===== config.mk =====
export PLATFORM = sky130hd
export DESIGN_NAME = pwr_clk_ctrl
export DESIGN_NICKNAME = d
export VERILOG_FILES = /design/src/rtl/pwr_pkg.sv /design/src/rtl/clk_prescaler.sv /design/src/rtl/clk_sel_reg.sv /design/src/rtl/pwr_mode_fsm.sv /design/src/rtl/pwr_clk_ctrl.sv
export SDC_FILE = /design/constraint.sdc
export NUM_CORES = 1
export LEC_CHECK = 0
export ABC_AREA = 1
export ABC_CLOCK_PERIOD_IN_PS = 4090
export BUFFER_PORTS_ARGS = -buffer_cell sky130_fd_sc_hd__buf_2
export CAP_MARGIN = 5
export CORE_MARGIN = 10
export CORE_UTILIZATION = 46
export CTS_CLUSTER_SIZE = 30
export DETAILED_ROUTE_END_ITERATION = 6
export PLACE_DENSITY = 0.78
export SKIP_CTS_REPAIR_TIMING = 1
export SLEW_MARGIN = 20
export SYNTH_ARGS = -nofsm -noshare
export SYNTH_HDL_FRONTEND = slang
export SYNTH_SLANG_ARGS = --single-unit

===== constraint.sdc =====
create_clock -name clk -period 4.09 [get_ports clk]
set_clock_uncertainty 0.05 [all_clocks]
set_input_delay 0.409 -clock clk [delete_from_list [all_inputs] [get_ports clk]]
set_output_delay 0.409 -clock clk [all_outputs]
set_load 0.01 [all_outputs]

===== src/rtl/pwr_pkg.sv =====
package pwr_pkg;
  typedef enum logic [2:0] {
    MODE_RESET  = 3'd0,
    MODE_HIGH   = 3'd1,
    MODE_MEDIUM = 3'd2,
    MODE_SLEEP  = 3'd3,
    MODE_SSTBY  = 3'd4,
    MODE_HSTBY  = 3'd5
  } pwr_mode_e;

  typedef enum logic [2:0] {
    ST_RESET,
    ST_RUN,
    ST_SLEEP,
    ST_SSTBY,
    ST_HSTBY
  } pwr_state_e;

  typedef struct packed {
    logic stby_en;
    logic lowspd_en;
  } pwr_cfg_t;
endpackage


===== src/rtl/clk_prescaler.sv =====
module clk_prescaler #(
  parameter int CNT_W = 5,
  parameter int SEL_W = 3
) (
  input  logic             clk,
  input  logic             rst_n,
  input  logic [SEL_W-1:0] sel,
  output logic             tick
);
  localparam int NTAP = CNT_W + 1;
  localparam logic [SEL_W-1:0] MAX_SEL = SEL_W'(CNT_W);

  logic [CNT_W-1:0] cnt;
  logic [NTAP-1:0]  taps;
  logic [SEL_W-1:0] idx;

  always_ff @(posedge clk or negedge rst_n) begin
    if (!rst_n) cnt <= '0;
    else        cnt <= cnt + 1'b1;
  end

  assign taps[0] = 1'b1;
  for (genvar k = 1; k < NTAP; k++) begin : g_tap
    assign taps[k] = &cnt[k-1:0];
  end

  always_comb begin
    idx  = (sel > MAX_SEL) ? MAX_SEL : sel;
    tick = taps[idx];
  end
endmodule


===== src/rtl/clk_sel_reg.sv =====
module clk_sel_reg #(
  parameter int SEL_W = 3
) (
  input  logic              clk,
  input  logic              rst_n,
  input  logic              clear,
  input  logic              wr_en,
  input  logic [SEL_W-1:0]  wr_sel,
  input  pwr_pkg::pwr_cfg_t wr_cfg,
  input  logic              apply,
  output logic [SEL_W-1:0]  act_sel,
  output pwr_pkg::pwr_cfg_t cfg
);
  logic [SEL_W-1:0] pend_sel;

  always_ff @(posedge clk or negedge rst_n) begin
    if (!rst_n) begin
      pend_sel <= '0;
      act_sel  <= '0;
      cfg      <= '0;
    end else if (clear) begin
      pend_sel <= '0;
      act_sel  <= '0;
      cfg      <= '0;
    end else begin
      if (wr_en) begin
        pend_sel <= wr_sel;
        cfg      <= wr_cfg;
      end
      if (apply) act_sel <= pend_sel;
    end
  end
endmodule


===== src/rtl/pwr_mode_fsm.sv =====
module pwr_mode_fsm (
  input  logic                clk,
  input  logic                rst_n,
  input  logic                wdt_ovf,
  input  logic                hw_stby_n,
  input  logic                wdt_clksrc,
  input  logic                sleep_req,
  input  logic                irq,
  input  logic                ext_irq,
  input  pwr_pkg::pwr_cfg_t   cfg,
  output pwr_pkg::pwr_state_e state
);
  import pwr_pkg::*;

  pwr_state_e nxt;
  logic       go_sleep, go_sstby;

  assign go_sleep = sleep_req && !cfg.stby_en && !cfg.lowspd_en;
  assign go_sstby = sleep_req && cfg.stby_en && !cfg.lowspd_en && !wdt_clksrc;

  always_comb begin
    nxt = state;
    if (wdt_ovf) begin
      nxt = ST_RESET;
    end else if (!hw_stby_n) begin
      nxt = ST_HSTBY;
    end else begin
      unique case (state)
        ST_RESET: nxt = ST_RUN;
        ST_RUN: begin
          if (go_sleep)      nxt = ST_SLEEP;
          else if (go_sstby) nxt = ST_SSTBY;
        end
        ST_SLEEP: if (irq || ext_irq) nxt = ST_RUN;
        ST_SSTBY: if (ext_irq) nxt = ST_RUN;
        ST_HSTBY: nxt = ST_RESET;
        default:  nxt = ST_RESET;
      endcase
    end
  end

  always_ff @(posedge clk or negedge rst_n) begin
    if (!rst_n) state <= ST_RESET;
    else        state <= nxt;
  end
endmodule


===== src/rtl/pwr_clk_ctrl.sv =====
module pwr_clk_ctrl #(
  parameter int CNT_W = 5,
  parameter int SEL_W = 3
) (
  input  logic             clk,
  input  logic             rst_n,
  input  logic             wdt_ovf,
  input  logic             hw_stby_n,
  input  logic             wdt_clksrc,
  input  logic             cfg_we,
  input  logic [SEL_W-1:0] cfg_sel,
  input  logic             cfg_stby_en,
  input  logic             cfg_lowspd_en,
  input  logic             sleep_req,
  input  logic             bus_end,
  input  logic             irq,
  input  logic             ext_irq,
  output logic             cpu_clk_en,
  output logic             per_clk_en,
  output logic [2:0]       mode_code
);
  import pwr_pkg::*;

  pwr_state_e       state;
  pwr_cfg_t         cfg, wr_cfg;
  logic [SEL_W-1:0] act_sel;
  logic             tick, clear, apply, wr_en;

  assign clear  = (state == ST_RESET) || (state == ST_HSTBY);
  assign apply  = bus_end && (state == ST_RUN);
  assign wr_en  = cfg_we && !clear;
  assign wr_cfg = '{stby_en: cfg_stby_en, lowspd_en: cfg_lowspd_en};

  clk_sel_reg #(.SEL_W(SEL_W)) u_sel (
    .clk(clk), .rst_n(rst_n), .clear(clear), .wr_en(wr_en),
    .wr_sel(cfg_sel), .wr_cfg(wr_cfg), .apply(apply),
    .act_sel(act_sel), .cfg(cfg)
  );

  clk_prescaler #(.CNT_W(CNT_W), .SEL_W(SEL_W)) u_div (
    .clk(clk), .rst_n(rst_n), .sel(act_sel), .tick(tick)
  );

  pwr_mode_fsm u_fsm (
    .clk(clk), .rst_n(rst_n), .wdt_ovf(wdt_ovf), .hw_stby_n(hw_stby_n),
    .wdt_clksrc(wdt_clksrc), .sleep_req(sleep_req), .irq(irq),
    .ext_irq(ext_irq), .cfg(cfg), .state(state)
  );

  always_comb begin
    cpu_clk_en = (state == ST_RUN) && tick;
    per_clk_en = (state == ST_RUN) || (state == ST_SLEEP);
    unique case (state)
      ST_RUN:   mode_code = (act_sel == '0) ? MODE_HIGH : MODE_MEDIUM;
      ST_SLEEP: mode_code = MODE_SLEEP;
      ST_SSTBY: mode_code = MODE_SSTBY;
      ST_HSTBY: mode_code = MODE_HSTBY;
      default:  mode_code = MODE_RESET;
    endcase
  end
endmodule


---- Word-level counts from Yosys, hierarchy flattened ----
Index checks and enable logic that the tools add are counted.
word-level totals
  logic and storage cells ................. 58
  output and inout bits ................... 5
  flip-flop bits (word level) ............. 16
  input bits .............................. 15
cells by class
  mux-type cells .......................... 18
  equality and inequality tests ........... 7
  $lt $le $gt $ge ......................... 2
  add/subtract/negate cells ............... 1
  reductions and logical operators ........ 24
operators with widths
  cell                   number
  $mux W3                11
  $pmux W3 S4            2
  $logic_and A1 B1 Y1    8
  $eq A3 B2 Y1 const B   2
  $logic_not A3 Y1       2
  $mux W2                3
  $reduce_and A3 Y1      2
  $add A5 B1 Y5 const B  1
  $ne A5 B3 Y1 const B   1
  $reduce_and A5 Y1      1
  $logic_not A1 Y1       4
  $lt A3 B4 Y1 const B   1
  $ne A4 B3 Y1 const B   1
  $ne A4 B4 Y1 const B   1
  $reduce_and A4 Y1      1
  $reduce_bool A2 Y1     2
  $bmux W1 S3            1
  $eq A3 B1 Y1 const B   1
  $eq A3 B3 Y1 const B   1
  $gt A3 B3 Y1 const B   1
  $logic_or A1 B1 Y1     3
  $reduce_and A2 Y1      1
  $mux W1                1

---- Longest topological paths before layout ----
Gate-level depths: netlist (run 1).
  depth after elaboration ................. 8
  mapped depth ............................ 7
  depth with buffers taken out ............ 7

---- Hierarchy ----
From an unflattened synthesis (run 1), not the netlist that was laid out.
unflattened totals
  cells, all modules ...................... 126
  area total of the unflattened synthesis .. 909.6 µm²
modules (own cells, without submodules)
  module         cells each  instances  area an instance (µm²)
  clk_sel_reg    35          1          319.1
  clk_prescaler  30          1          264.0
  pwr_mode_fsm   31          1          206.4
  pwr_clk_ctrl   30          1          120.1

---- Least setup slack after synthesis (run 1) ----
Ideal clock, no wire load.
  path type ............................... register to output
  start point ............................. register u_div.cnt[0]
  end point ............................... output cpu_clk_en
  path slack .............................. 2.437 ns
  stages on the path, launching flop included .. 8
  arrival time ............................ 1.194 ns
  cell sequence ........................... dfrtp_1 -> ha_1 -> nand3_1 -> inv_1 -> ha_1 -> o21bai_1 -> nand3_1 -> a21oi_1
between the ends
  cells in the longest elaborated chain, start to end .. 4
  elaborated cells on any way between the ends .. 7
  those cells by class .................... mux (2); reduce/logical (5)
ends and longest elaborated chain
  element                                    RTL line             source
  start, declared                            clk_prescaler.sv:13  logic [CNT_W-1:0] cnt;
  start signal, assigned                     clk_prescaler.sv:19  else cnt <= cnt + 1'b1;
  $reduce_and A5 Y1 (tied with other cells)  clk_prescaler.sv:24  assign taps[k] = &cnt[k-1:0];
  $bmux W1 S3 (*)                            clk_prescaler.sv:29  tick = taps[idx];
  $mux W1 (implied by the code) (*)          clk_prescaler.sv:29
  $logic_and A1 B1 Y1 (*)                    pwr_clk_ctrl.sv:51   cpu_clk_en = (state == ST_RUN) && tick;
  end, declared                              pwr_clk_ctrl.sv:18   output logic cpu_clk_en,
Every way passes the cells marked *; elsewhere a longest branch is shown, timed or not. The select of a mux whose other input is x is not followed.

---- Worst setup path after layout (run 1) ----
Same ends and word-level chain as after synthesis.

==> metrics.txt, run 1 <==
outcome=complete, no violations; Max VDD drop=~0.22 mV; Max Transition Viols Final=0; Pwr Density=303 nW/um^2; Ant. Diodes=0; Warnings, synthesis=0; Initial DRC Count=5; Die W=62.5 um; Worst-Margin Slew=0.420 ns; R2R cell count=4; setup tns final=0 ns; Post-Synth Simple-Gate Area=25.9%; Max-Cap Viols=0; GRT Util Overall=approximately 8.5%; CP Capture Point=cpu_clk_en; adder-cell share of the synthesized area=around 4.5%; Syn Area/Cell=about 8.5 um^2; Rows=15; H-tree depth=1; Clk Latency, worst-skew pair=0.28 ns; min-delay worst type=in -> reg; Post-Syn Area=832 um^2; antenna viol nets, final=0; r2r endpoint=u_div.cnt[4]; most common cell after layout, fill and taps aside=nand2_1; Syn-to-layout area delta=20.8%; post-synthesis mux area share=0%; fin util=roughly 58%; vias in the first global route=684; FF-to-FF setup slack=roughly 2.9 ns; Cells after Synth=98; critical path type=reg -> out; GP Congestion=0.819; Initial Util=48.2%; setup ws final=1.95 ns; crit path max fanout=3; post-DP HPWL=between 1 and 1.5 mm; Die Ht=~63 um; clk buf depth=2; Setup crit end kind=output port; layout net count=141; drt total wl=1.53 mm; DRC=0; Slew HR=71.9%; worst setup path start=u_div.cnt[0]; XOR/XNOR Fraction of Synth Area=1.05%; final setup vio count=0; RSZ-0062 raised after global routing=no; root buf cell=clkbuf_4; fin crit period=2.14 ns; library cells used by synthesis=19; TritonRoute pass-1 iters=3; CTS Buf Count=3; via/cell ratio=4.57; I/O Pins=20; largest net degree at the start of global routing=17; Synth Register Bits=16; antenna violations before repair=0; share of layout cells above drive strength 1=slightly below 30%; total gr overflow=0; fmax=0.468 GHz; first-pass GRT wire length=2.77 mm; Clk pin slew, worst setup/hold paths=roughly 0.09 ns; final worst-path cycle share=52.3%; Wirelength per Cell=10.4 um; Static Leak=approximately 0.53 nW; core area=1730 um^2; syn nets=116; Total Die Area=3910 um^2; Hold Violations, Final=0; largest family of logic cells by synthesized area=simple AND/OR/NAND/NOR gates; Setup WS pre-CTS=~2.3 ns; crit path DAT=1.68 ns; PnR Total Power=304 uW; Clock Sinks=16; Seq/Total Area, Yosys=between 40% and 50%; I/O Buffers=19; most frequent cells in the layout=nand2_1, buf_2, dfrtp_1, inv_1, a21oi_1; Synth Area in Compound Gates=14.1%; Req. time, crit path=3.63 ns; via count=672; launching point of the worst reg2reg path=u_div.cnt[0]; startpoint class of the critical path=flip-flop; CTS tree=built
[critical path, cell delays in order, from the launching register on]
cell,delay (ns)
dfrtp_1,0.41
ha_1,0.24
nand3_1,0.11
inv_1,0.05
ha_1,0.17
o21bai_1,0.14
nand3_1,0.08
a21oi_1,0.06
buf_2,0.13
[per-stage QoR]
step	area [um^2]	hold slack (ns)	instances
6_report	1000	0.220	147
3_5_place_dp	958	0.289	142
2_1_floorplan	832	0.0634	98
4_1_cts	995	-0.0278	146
3_3_place_gp	958	0.288	142
5_1_grt	1000	0.202	147
[power breakdown]
group	total [mW]	switching [mW]	internal [mW]
clock network	0.104	0.0501	0.0542
logic	0.0361	0.0217	0.0144
registers	0.164	0.00270	0.161
total	0.304	0.0745	0.230
[per-layer routing]
metal | share of wire (%) | routed length [um] | global-route usage (%) | vias up
met5 | 0 | 0 | 0 | -
met4 | 0.59 | 9 | 2.79 | 0
met3 | 7.3 | 112 | 3.76 | 2
met2 | 43 | 654 | 13.2 | 16
met1 | 49 | 752 | 10.1 | 290
li1 | - | - | - | 364
[flip-flops by register name (all words and copies together) (netlist names)]
register and count:
u_fsm.state 3, u_sel.cfg 2, u_sel.pend_sel 3, u_sel.act_sel 3
u_div.cnt 5
[worst min path at each step]
| stage | from | to | depth (start not counted) |
|---|---|---|---|
| 5_1_grt | hw_stby_n | u_fsm.state[2] | 2 |
| 2_1_floorplan | rst_n | u_div.cnt[0] | 0 |
| 6_report | hw_stby_n | u_fsm.state[2] | 2 |
| 3_3_place_gp | rst_n | u_div.cnt[4] | 1 |
| 4_1_cts | rst_n | u_fsm.state[0] | 1 |
| 3_5_place_dp | rst_n | u_div.cnt[4] | 1 |
[kinds of logic (layout without fill, tap and decap cells)]
group / Yosys count / after routing
and+or+nand+nor: 46 / 46
AOI/OAI and AO/OA: 18 / 18
DFF: 16 / 16
buffers and inverters: 14 / 38
adders and majority gates: 3 / 3
xor gates and xnor gates: 1 / 1
[final cells by class]
| cell class | count | area [um^2] |
|---|---|---|
| Clock buffer | 4 | 36.3 |
| Fill cell | 167 | 722 |
| Inverter | 14 | 52.6 |
| Multi-Input combinational cell | 68 | 379 |
| Sequential cell | 16 | 400 |
| Tap cell | 25 | 31.3 |
| Timing Repair Buffer | 20 | 105 |
[cell usage after synthesis]
master	n	share of area, %
nand2_1	25	11
dfrtp_1	16	48
inv_1	11	5.0
a21oi_1	9	5.4
nor2_1	8	3.6
nand3_1	7	4.2
ha_1	3	4.5
inv_2	3	1.4
o21ai_0	3	1.8
o21ai_2	3	3.2
nor2_4	2	2.7
nand2_4	1	1.4
nor2_2	1	0.75
nor3_2	1	1.2
o211ai_1	1	0.90
o21ai_4	1	2.0
o21bai_1	1	0.90
or2_2	1	0.75
xnor2_1	1	1.1
(Power assumes the default switching activity.)
==> run 2: changes to the inputs <==
- ABC_CLOCK_PERIOD_IN_PS: 4090 -> 2100
- clock period: 4.09 -> 2.1 ns (I/O delays scaled with it)
==> run 2 against run 1 <==
  * Clock-buffer cell count unchanged
  * Total power up 95%
  * Non-clock buffer count unchanged
  * Setup slack worse by 1.8 ns
  * Wire length down 0.13%
  * Combinational power up 94%
  * Final area unchanged
  * Critical path depth unchanged
==> metrics.txt, run 2 (synthesized netlist as in run 1, its figures left out) <==
outcome=complete, no violations; Largest register FFs=5; TritonRoute pass-1 iters=3; post-DP HPWL=1.29 mm; Slew HR=72.8%; most frequent cells in the layout=nand2_1, buf_2, dfrtp_1, inv_1, a21oi_1; final setup vio count=0; layout net count=141; GRT Util Overall=under 10%; Worst Hold Depth=2; CTS Buf Count=3; Rows=15; I/O Buffers=19; hold_sp=hw_stby_n; DRC=0; Clk Latency, worst-skew pair=around 0.28 ns; crit path cell chain=ha_1 > nand3_1 > inv_1 > ha_1 > o21bai_1 > nand3_1 > a21oi_1 > buf_2; Initial Util=48.2%; CTS tree=built; share of layout cells above drive strength 1=between 20% and 30%; RSZ-0062 raised after global routing=no; Pwr Density=591 nW/um^2; via/cell ratio=4.52; Hold Crit Endpoint=u_fsm.state[2]; antenna violations before repair=0; vias in the first global route=681; first-pass GRT wire length=2.80 mm; via count=665; final worst-path cycle share=92.1%; H-tree depth=1; Clk pin slew, worst setup/hold paths=0.10 ns; WHS=between 0.015 and 0.02 ns; Max-Cap Viols=0; Die W=approximately 63 um; CP max stage cell=dfrtp_1; launching point of the worst reg2reg path=u_div.cnt[0]; Clock Sinks=16; Worst-Margin Slew=0.407 ns; Req. time, crit path=around 1.8 ns; min-delay worst type=in -> reg; drt total wl=1.53 mm; clk buf depth=2; r2r endpoint=u_div.cnt[4]; Setup crit end kind=output port; total gr overflow=0; startpoint class of the critical path=flip-flop; CP bufs+invs=2; Static Leak=between 0.5 and 0.6 nW; Ant. Diodes=0; FF-to-FF setup slack=0.87 ns; largest net degree at the start of global routing=17; most common cell after layout, fill and taps aside=nand2_1; antenna viol nets, final=0; Max VDD drop=0.444 mV; root buf cell=clkbuf_4; most flop-heavy register=u_div.cnt; core area=around 1700 um^2; I/O Pins=20; setup tns final=0 ns; R2R cell count=4; Total Die Area=3910 um^2; GP Congestion=0.819; Largest stage delay, worst path=just over 0.4 ns; crit path DAT=between 1.5 and 2 ns; Syn-to-layout area delta=20.8%; fillers=168; critical path type=reg -> out; Hold Violations, Final=0; crit path max fanout=3; Die Ht=around 63 um; CP top delay family=flip-flops; fin crit period=1.93 ns; Max Transition Viols Final=0; Initial DRC Count=8; Wirelength per Cell=10.4 um; fmax=0.517 GHz
-- run 2: area by class of cell --
| type | count | area [um^2] | area share [%] |
|---|---|---|---|
| inverter | 14 | 52.6 | 5.23 |
| timing repair buffer | 20 | 105 | 10.5 |
| multi-input combinational | 68 | 379 | 37.7 |
| sequential | 16 | 400 | 39.9 |
| tap | 25 | 31.3 | 3.11 |
| clock buffer | 4 | 36.3 | 3.61 |
-- run 2: power breakdown --
part | total, mW | internal (mW) | leakage, nW | switching [mW]
clock network | 0.205 | 0.106 | 0.0210 | 0.0990
registers | 0.319 | 0.314 | 0.211 | 0.00519
logic | 0.0702 | 0.0280 | 0.299 | 0.0422
total | 0.594 | 0.448 | 0.531 | 0.146
-- run 2: worst max path at each step --
| stage | start | end | depth (start not counted) |
|---|---|---|---|
| final | u_div.cnt[0] | cpu_clk_en | 8 |
| after global routing | u_div.cnt[0] | cpu_clk_en | 8 |
| after CTS | u_div.cnt[0] | cpu_clk_en | 8 |
| after detailed placement | u_div.cnt[0] | cpu_clk_en | 8 |
| after global placement | u_div.cnt[0] | cpu_clk_en | 8 |
| after floorplan | u_div.cnt[0] | cpu_clk_en | 7 |
-- run 2: layer usage --
metal / track usage (%) / wire length (um) / vias to the layer above
met4: 2.79 / 9 / 0
met2: 13.1 / 646 / 16
met3: 3.41 / 86 / 2
li1: - / - / 363
met1: 10.6 / 785 / 284
met5: 0 / 0 / -
-- run 2: stage by stage --
| step | total power, mW | util [%] | area, um^2 | worst slack (ns) | instances |
|---|---|---|---|---|---|
| floorplan | 0.363 | - | 832 | 0.646 | 98 |
| global placement | 0.394 | 55.5 | 958 | 0.530 | 142 |
| detailed placement | 0.396 | 55.5 | 958 | 0.476 | 142 |
| CTS | 0.597 | 57.6 | 995 | 0.152 | 146 |
| global route | 0.626 | 58.2 | 1000 | 0.0781 | 147 |
| finish | 0.594 | 58.2 | 1000 | 0.167 | 147 |
==> run 3: changes to the inputs <==
--- a/config.mk
+++ b/config.mk
@@ -14,4 +14,5 @@
 export CTS_CLUSTER_SIZE = 30
 export DETAILED_ROUTE_END_ITERATION = 6
+export GPL_TIMING_DRIVEN = 0
 export PLACE_DENSITY = 0.78
 export SKIP_CTS_REPAIR_TIMING = 1
==> constraint.sdc (replaced) <==
create_clock -name clk -period 2.1 [get_ports clk]
set_clock_uncertainty 0.05 [all_clocks]
set_input_delay 0.315 -clock clk [delete_from_list [all_inputs] [get_ports clk]]
set_output_delay 0.315 -clock clk [all_outputs]
set_load 0.01 [all_outputs]
==> run 3 against run 2 <==
  * Total power down 8.9%
  * Die area unchanged
  * Worst hold slack better by 0.13 ns
  * Non-clock buffer count up 3
  * Via count up 4.7%
  * First-iteration DRC count up 88%
  * Critical path depth unchanged
  * Sequential share of layout area down 0.83 points
  * Setup slack worse by 0.055 ns
  * Critical endpoint unchanged
==> metrics.txt, run 3 (synthesized netlist as in run 1, its figures left out) <==
outcome=complete, no violations; Max VDD drop=0.354 mV; total gr overflow=0; launching point of the worst reg2reg path=u_fsm.state[0]; worst setup path start=u_div.cnt[1]; FF-to-FF setup slack=around 0.92 ns; startpoint class of the critical path=flip-flop; Die W=62.5 um; share of layout cells above drive strength 1=31.5%; via/cell ratio=4.67; Int Pwr=408 uW; layout net count=between 100 and 150; I/O Buffers=19; vias in the first global route=699; footprint of the multi-input gates=392 um^2; Clock Sinks=16; fillers=174; largest net degree at the start of global routing=17; drt total wl=~1.6 mm; antenna viol nets, final=0; clock share of power=around 28%; CTS Buf Count=3; critical path type=reg -> out; Max-Cap Viols=0; combinational power share=about an eighth; setup ws final=0.112 ns; most flop-heavy register=u_div.cnt; Hold Violations, Final=0; Rows=15; switching part of the total=about a quarter; Clk pin slew, worst setup/hold paths=0.08 ns; via count=approximately 700; r2r endpoint=u_sel.act_sel[0]; TritonRoute pass-1 iters=4; NetSw=~130 uW; most common cell after layout, fill and taps aside=nand2_1; PnR Total Power=about 540 uW; Largest register FFs=5; GRT Util Overall=8.26%; Pwr Density=around 530 nW/um^2; Worst-Margin Slew=0.368 ns; min-delay worst type=in -> reg; Die Ht=62.5 um; Ant. Diodes=0; CP Capture Point=cpu_clk_en; total area of sequential cells=400 um^2; core area=1730 um^2; GP Congestion=0.785; Slew HR=75.4%; first-pass GRT wire length=2.72 mm; crit path max fanout=3; Total Die Area=3910 um^2; root buf cell=clkbuf_4; Req. time, crit path=roughly 1.7 ns; Setup crit end kind=output port; crit path DAT=1.62 ns; Sequential Power Share=59.0%; Wirelength per Cell=between 10 and 15 um; fin crit period=a little under 2 ns; Syn-to-layout area delta=23.3%; CTS tree=built; final setup vio count=0; fmax=0.503 GHz; Static Leak=0.540 nW; Max Transition Viols Final=0; Clk Latency, worst-skew pair=0.28 ns; Initial DRC Count=15; post-DP HPWL=1.29 mm; Setup WS pre-CTS=0.363 ns; Initial Util=48.2%; H-tree depth=1; Worst Hold Depth=2; R2R cell count=4; most frequent cells in the layout=nand2_1, buf_2, dfrtp_1, inv_1, a21oi_1; antenna violations before repair=0; clk buf depth=2; final worst-path cycle share=94.7%; DRC=0; I/O Pins=20
-- run 3: cell count changes in the layout (fill, tap and decap cells not counted) --
cell,delta
buf_4,+3
clkbuf_8,-1
ha_1,-1
ha_4,+1
-- run 3: layer usage --
layer	share of wire (%)	track usage, %
met3	6.2	3.23
met4	1.3	3.35
met2	47	13.7
met1	46	9.19
met5	0	0
-- run 3: worst max-delay path, stage by stage, from the launching register on --
cell	delay, ns
dfrtp_1	0.42
ha_4	0.18
nand3_1	0.09
inv_1	0.05
ha_1	0.17
o21bai_1	0.15
nand3_1	0.08
a21oi_1	0.06
buf_2	0.14
-- run 3: worst min path at each step --
stage                           to  slack [ns]      start
finish              u_fsm.state[2]        0.15  hw_stby_n
detailed placement    u_div.cnt[3]        0.20      rst_n
global route        u_fsm.state[2]        0.13  hw_stby_n
global placement      u_div.cnt[3]        0.19      rst_n
CTS                 u_fsm.state[0]       -0.11      rst_n
floorplan             u_div.cnt[0]       -0.03      rst_n
-- run 3: final cells by class --
class,instances,share of cell area [%]
clock buffers,3,2.20
inverters,14,5.12
multi-input cells,68,38.2
flip-flops and latches,16,39.0
well taps,25,3.05
repair buffers,23,12.4
-- run 3: per-stage QoR --
step	TNS (ns)	cells	instance area [um^2]	util [%]	hold slack, ns
global placement	0	142	958	55.5	0.192
detailed placement	0	142	958	55.5	0.199
finish	0	149	1030	59.4	0.150
floorplan	0	98	832	-	-0.0306
global route	-0.0234	149	1030	59.4	0.127
CTS	0	145	981	56.8	-0.111
-- run 3: power by group through the flow --
| stage | Combinational (mW) | Sequential (mW) | Clock (mW) |
|---|---|---|---|
| floorplan | 0.0389 | 0.324 | 0 |
| global placement | 0.0685 | 0.325 | 0 |
| detailed placement | 0.0707 | 0.325 | 0 |
| CTS | 0.0709 | 0.319 | 0.160 |
| global route | 0.0807 | 0.320 | 0.175 |
| finish | 0.0705 | 0.319 | 0.151 |
